### src/rtl/sec_pkg.sv
package sec_pkg;
    typedef enum logic [1:0] {
        ST_IDLE  = 2'd0,
        ST_BLANK = 2'd1,
        ST_MON   = 2'd2,
        ST_TEST  = 2'd3
    } drv_state_e;
endpackage

### src/rtl/sec_sync.sv
module sec_sync #(
    parameter int STAGES = 2
) (
    input  logic clk,
    input  logic rst_n,
    input  logic d_async,
    output logic q_sync
);
    logic [STAGES-1:0] chain_q;

    generate
        for (genvar i = 0; i < STAGES; i++) begin : g_stage
            if (i == 0) begin : g_first
                always_ff @(posedge clk or negedge rst_n) begin
                    if (!rst_n) chain_q[i] <= 1'b0;
                    else        chain_q[i] <= d_async;
                end
            end else begin : g_next
                always_ff @(posedge clk or negedge rst_n) begin
                    if (!rst_n) chain_q[i] <= 1'b0;
                    else        chain_q[i] <= chain_q[i-1];
                end
            end
        end
    endgenerate

    assign q_sync = chain_q[STAGES-1];
endmodule

### src/rtl/sec_drive_fsm.sv
module sec_drive_fsm
    import sec_pkg::*;
#(
    parameter int BLANK_CYC = 4
) (
    input  logic clk,
    input  logic rst_n,
    input  logic permit,
    input  logic test_force,
    output logic drv_high,
    output logic mon_active
);
    localparam int BW = $clog2(BLANK_CYC + 1);
    localparam logic [BW-1:0] BLANK_LAST = BW'(BLANK_CYC - 1);

    drv_state_e state_q, state_d;
    logic [BW-1:0] blank_q;

    always_ff @(posedge clk or negedge rst_n) begin
        if (!rst_n) begin
            state_q <= ST_IDLE;
            blank_q <= '0;
        end else begin
            state_q <= state_d;
            if (state_q != ST_BLANK) blank_q <= '0;
            else                     blank_q <= blank_q + 1'b1;
        end
    end

    always_comb begin
        state_d = state_q;
        unique case (state_q)
            ST_IDLE:  if (permit) state_d = ST_BLANK;
            ST_BLANK: begin
                if (!permit)                  state_d = ST_IDLE;
                else if (test_force)          state_d = ST_TEST;
                else if (blank_q == BLANK_LAST) state_d = ST_MON;
            end
            ST_MON: begin
                if (!permit)         state_d = ST_IDLE;
                else if (test_force) state_d = ST_TEST;
            end
            ST_TEST: begin
                if (!permit)         state_d = ST_IDLE;
                else if (!test_force) state_d = ST_BLANK;
            end
            default: state_d = ST_IDLE;
        endcase
    end

    always_comb begin
        drv_high   = 1'b0;
        mon_active = 1'b0;
        unique case (state_q)
            ST_IDLE:  ;
            ST_BLANK: drv_high = permit & ~test_force;
            ST_MON: begin
                drv_high   = permit & ~test_force;
                mon_active = permit & ~test_force;
            end
            ST_TEST:  ;
            default:  ;
        endcase
    end

    a_r7_no_mon_in_test: assert property (@(posedge clk) disable iff (!rst_n)
        (state_q == ST_TEST) |-> !mon_active);
    a_r7_blank_masks: assert property (@(posedge clk) disable iff (!rst_n)
        (state_q == ST_BLANK) |-> !mon_active);
endmodule

### src/rtl/sec_err_mon.sv
module sec_err_mon #(
    parameter int CNT_W = 4
) (
    input  logic             clk,
    input  logic             rst_n,
    input  logic             mon_active,
    input  logic             pin_sync,
    input  logic             err_clr,
    output logic             err_flag,
    output logic [CNT_W-1:0] err_cnt
);
    localparam logic [CNT_W-1:0] CNT_MAX = {CNT_W{1'b1}};

    logic det, det_q;
    assign det = mon_active & ~pin_sync;

    always_ff @(posedge clk or negedge rst_n) begin
        if (!rst_n) begin
            det_q    <= 1'b0;
            err_flag <= 1'b0;
            err_cnt  <= '0;
        end else begin
            det_q <= det;
            if (det)          err_flag <= 1'b1;
            else if (err_clr) err_flag <= 1'b0;
            if (det && !det_q && err_cnt != CNT_MAX) err_cnt <= err_cnt + 1'b1;
        end
    end

    a_r8_flag_sticky: assert property (@(posedge clk) disable iff (!rst_n)
        (err_flag && !err_clr) |=> err_flag);
    a_r8_set_on_det: assert property (@(posedge clk) disable iff (!rst_n)
        det |=> err_flag);
    a_r9_saturate: assert property (@(posedge clk) disable iff (!rst_n)
        (err_cnt == CNT_MAX) |=> (err_cnt == CNT_MAX));
    a_r9_step_one: assert property (@(posedge clk) disable iff (!rst_n)
        (err_cnt != CNT_MAX) |=> (err_cnt == $past(err_cnt) || err_cnt == $past(err_cnt) + 1'b1));
endmodule

### src/rtl/safe_enable_ctrl.sv
module safe_enable_ctrl #(
    parameter int STATE_W     = 3,
    parameter int DIAG_CODE   = 2,
    parameter int ACTIVE_CODE = 3,
    parameter int THR_W       = 4,
    parameter int OT_W        = 4,
    parameter int BLANK_CYC   = 4,
    parameter int SYNC_STAGES = 2,
    parameter int CNT_W       = 4
) (
    input  logic               clk,
    input  logic               rst_n,
    input  logic [STATE_W-1:0] dev_state,
    input  logic               enable_bit,
    input  logic [THR_W-1:0]   wd_fail_cnt,
    input  logic [THR_W-1:0]   act_thresh,
    input  logic               selftest_run,
    input  logic [OT_W-1:0]    ot_irq_en,
    input  logic               pin_level,
    input  logic               err_clr,
    output logic               drv_high,
    output logic               drv_err,
    output logic [CNT_W-1:0]   err_count
);
    localparam logic [STATE_W-1:0] DIAG_V   = STATE_W'(DIAG_CODE);
    localparam logic [STATE_W-1:0] ACTIVE_V = STATE_W'(ACTIVE_CODE);

    logic state_ok, permit, test_force, pin_sync, mon_active;

    assign state_ok   = (dev_state == DIAG_V) || (dev_state == ACTIVE_V);
    assign permit     = state_ok & enable_bit & (wd_fail_cnt < act_thresh);
    assign test_force = selftest_run & (|ot_irq_en);

    sec_sync #(.STAGES(SYNC_STAGES)) u_sync (
        .clk     (clk),
        .rst_n   (rst_n),
        .d_async (pin_level),
        .q_sync  (pin_sync)
    );

    sec_drive_fsm #(.BLANK_CYC(BLANK_CYC)) u_fsm (
        .clk        (clk),
        .rst_n      (rst_n),
        .permit     (permit),
        .test_force (test_force),
        .drv_high   (drv_high),
        .mon_active (mon_active)
    );

    sec_err_mon #(.CNT_W(CNT_W)) u_mon (
        .clk        (clk),
        .rst_n      (rst_n),
        .mon_active (mon_active),
        .pin_sync   (pin_sync),
        .err_clr    (err_clr),
        .err_flag   (drv_err),
        .err_cnt    (err_count)
    );

    a_r2_state_gate: assert property (@(posedge clk) disable iff (!rst_n)
        drv_high |-> (dev_state == DIAG_V || dev_state == ACTIVE_V));
    a_r3_enable_gate: assert property (@(posedge clk) disable iff (!rst_n)
        drv_high |-> enable_bit);
    a_r4_wd_gate: assert property (@(posedge clk) disable iff (!rst_n)
        drv_high |-> (wd_fail_cnt < act_thresh));
    a_r6_test_low: assert property (@(posedge clk) disable iff (!rst_n)
        (selftest_run && (|ot_irq_en)) |-> !drv_high);
endmodule

### config.mk
export PLATFORM = sky130hd
export DESIGN_NAME = safe_enable_ctrl
export DESIGN_NICKNAME = d
export VERILOG_FILES = /design/src/rtl/sec_pkg.sv /design/src/rtl/sec_sync.sv /design/src/rtl/sec_drive_fsm.sv /design/src/rtl/sec_err_mon.sv /design/src/rtl/safe_enable_ctrl.sv
export SDC_FILE = /design/constraint.sdc
export NUM_CORES = 1
export LEC_CHECK = 0
export ABC_AREA = 1
export BUFFER_PORTS_ARGS = -buffer_cell sky130_fd_sc_hd__buf_2
export CORE_MARGIN = 2
export CORE_UTILIZATION = 49
export DETAILED_ROUTE_END_ITERATION = 8
export PLACE_DENSITY = 0.77
export SLEW_MARGIN = 10
export SYNTH_ARGS = -nofsm -noshare
export SYNTH_HDL_FRONTEND = slang
export SYNTH_HIERARCHICAL = 1
export SYNTH_SLANG_ARGS = --single-unit
### constraint.sdc
create_clock -name clk -period 2.12 [get_ports clk]
set_input_delay 0.53 -clock clk [delete_from_list [all_inputs] [get_ports clk]]
set_output_delay 0.53 -clock clk [all_outputs]
set_load 0.02 [all_outputs]
==> impl_metrics.csv <==
group,metric,value,unit
detailed_routing,detail_route.vias_per_cell,4.81,
critical_path,cp-start-kind,"primary input",
cts,cts.hold.buffers_added,0,
logic_synthesis,synthArstFlopShare,100,%
job,maxCapViolations,0,
global_routing,grt_remaining_overflow,0,
cts,tritoncts,"done",
sta,clock-skew-final,0.00426,ns
cells_and_area,antennaDiodeCount,0,
cts,cts_buffer_depth,2,
cells_and_area,most-common-layout-cells,"30 x nand2_1, 24 x buf_2, 21 x inv_1",
logic_synthesis,synth_xor_area_share,1.04,%
cts,clockRootBuffer,"clkbuf_4",
detailed_routing,vias,751,
floorplanning,start_util,54.1,%
pwr,powerDensity,620,nW/um2
critical_path,path_class,"in -> out",
cells_and_area,synthToLayoutAreaGrowth,24.8,%
cts,clk_pin_slew,0.08,ns
place,portBuffers,25,
sta,tightest_slew,0.278,ns
logic_synthesis,synth_compound_area_share,5.49,%
floorplanning,die_area,2070,um2
cells_and_area,nNetsFinal,173,
sta,slew_headroom,81.4,%
place,place_hpwl,1240,um
logic_synthesis,synth-seq-cells,13,
floorplanning,die_x,45.5,um
critical_path,path_cells,"buf_2, inv_1, ha_4, nand2_1, nand3_1, a21oi_2, and3_2, buf_4",
critical_path,required,1.59,ns
logic_synthesis,synth_fa_ha_area_share,16.3,%
global_routing,grt_pass1_vias,631,
global_routing,grt_max_degree,14,
detailed_routing,wl,1490,um
cts,cts.sink_count,13,
logic_synthesis,synth_top_family_by_area,"simple AND/OR/NAND/NOR gates",
critical_path,reg2reg_depth,9,
sta,fmax,498,MHz
sta,finalSetupTns,0,ns
logic_synthesis,synth.top_cell.area_share,38.6,%
critical_path,crit_arrival,1.48,ns
cts,post_cts_buffers,0,
place,gp_congestion,0.751,
detailed_routing,wl_per_cell,9.58,um
cts,cts_resized,0,
sta,timing.hold.ws,0.124,ns
critical_path,ff2ff_setup_slack,0.66,ns
detailed_routing,route.detailed.drc,0,
critical_path,cp-end-kind,"primary output",
sta,drv_slew,0,
critical_path,cpPeakStageDelay,0.20,ns
logic_synthesis,synth_edf_count,0,
sta,hold_viol,0,
floorplanning,core,1560,um2
sta,min_period,2.01,ns
floorplanning,rows,14,
detailed_routing,drtAntennaViolNets,0,
floorplanning,ios,27,
logic_synthesis,synthCells,108,
cts,cts.htree.levels,1,
logic_synthesis,synth_warnings,6,
logic_synthesis,synthMuxAreaShare,0,%
pwr,leakagePower,0.653,nW
place,dp_cells,152,
worst_hold_path,hold_class,"in -> async",
sta,setup_violations,0,
logic_synthesis,syn-mean-instance-area,7.81,um2
logic_synthesis,yosys.area_share.simple,28.8,%
logic_synthesis,synthTopCellsByArea,"dfrtp_1 39%, ha_1 16%, nand2_1 13%, inv_1 9.3%, nor2_2 3.7%",
critical_path,r2r_start,"u_fsm/state_q[0]",
pwr,irDropWorstVdd,0.447,mV
cells_and_area,final_common_cell,"nand2_1",
cts,numCtsBuffers,3,
floorplanning,dieHeight,45.5,um
logic_synthesis,synth_cell_types,18,
logic_synthesis,seq_area_frac_synth,38.6,%
logic_synthesis,yosysTopAreaCell,"dfrtp_1",
critical_path,crit_fanout,2,
critical_path,r2r-end,"u_mon/err_cnt[3]",
logic_synthesis,synth_flop_cell,"dfrtp_1",
status,outcome,"finished clean",
sta,post-route-period-util,94.8,%
detailed_routing,drt_iter0_drc,7,
global_routing,grt_util_all_layers,16.1,%
cts,clk_latency,0.27,ns
global_routing,grt_pass1_wl,2420,um
cells_and_area,drive_gt1_share,31.4,%
logic_synthesis,syn_nets,140,
critical_path,crit_path_top_delay_cell,"ha_4",
logic_synthesis,netlist_area,843,um2
cells_and_area,fin_cells,156,
detailed_routing,firstDrtPassIters,4,
sta,grt_setup_unrepaired,"no",
global_routing,antenna_found_initial,0,
worst max-delay path by stage:
stage               depth (start not counted)          endpoint      startpoint  slack, ns
floorplan                                   6          drv_high   act_thresh[3]       0.12
global placement                           13  u_mon/err_cnt[0]  wd_fail_cnt[3]       0.04
detailed placement                         13  u_mon/err_cnt[3]  wd_fail_cnt[3]       0.02
CTS                                         7          drv_high  wd_fail_cnt[3]       0.06
global route                                8          drv_high   act_thresh[3]       0.02
finish                                      8          drv_high   act_thresh[3]       0.11
worst max-delay path, delay by kind of cell:
| family | cells | cell delay (ns) |
|---|---|---|
| buffers and inverters | 3 | 0.30 |
| AO/OA/AOI/OAI | 1 | 0.12 |
| adder cells (fa/ha/maj) | 1 | 0.20 |
| AND/OR/NAND/NOR | 3 | 0.31 |
Yosys cell counts (2+ instances only):
cell,instances
nand3_1,6
a21oi_1,2
inv_1,21
o21bai_1,2
nor2_1,6
nand2_2,4
nand2_1,30
ha_1,11
nor2_2,5
dfrtp_1,13
cell families after synthesis:
| family | after synthesis |
|---|---|
| buffers and inverters | 22 |
| XOR/XNOR | 1 |
| adder cells (fa/ha/maj) | 11 |
| AO/OA/AOI/OAI | 7 |
| flip-flops | 13 |
| AND/OR/NAND/NOR | 54 |
area by class of cell:
class	instances	area, um2
fillers	126	507
multi-input cells	73	448
flip-flops and latches	13	325
repair buffers	28	150
inverters	22	82.6
clock buffers	4	26.3
well taps	16	20.0
sequential cells by signal, summed over array words and instances (netlist names):
register	count
u_fsm/blank_q	3
u_mon/det_q	1
u_mon/err_cnt	4
u_fsm/state_q	2
u_mon/err_flag	1
u_sync/chain_q	1
u_sync/q_sync	1
report_power, final:
group | total [mW] | internal, mW | switching [mW]
registers | 0.298 | 0.280 | 0.0180
clock network | 0.148 | 0.0728 | 0.0752
logic | 0.206 | 0.0884 | 0.118
total | 0.652 | 0.441 | 0.211
per-stage QoR:
| step | utilization [%] | total power, mW | setup WS, ns | instance area, um2 |
|---|---|---|---|---|
| after global routing | 67.5 | 0.711 | 0.0243 | 1050 |
| after floorplan | - | 0.446 | 0.123 | 843 |
| after global placement | 64.8 | 0.497 | 0.0371 | 1010 |
| final | 67.5 | 0.652 | 0.111 | 1050 |
| after detailed placement | 64.8 | 0.508 | 0.0181 | 1010 |
| after CTS | 66.5 | 0.659 | 0.0611 | 1040 |
layer usage:
| layer | part of all wire, % | vias to the layer above | global-route usage [%] |
|---|---|---|---|
| met5 | 0 | - | 0 |
| met4 | 0.94 | 0 | 7.06 |
| met3 | 6.1 | 2 | 1.19 |
| met2 | 47 | 26 | 25.6 |
| met1 | 46 | 330 | 22.4 |
| li1 | - | 393 | - |
Note: power is estimated with default switching activity, not from simulation.
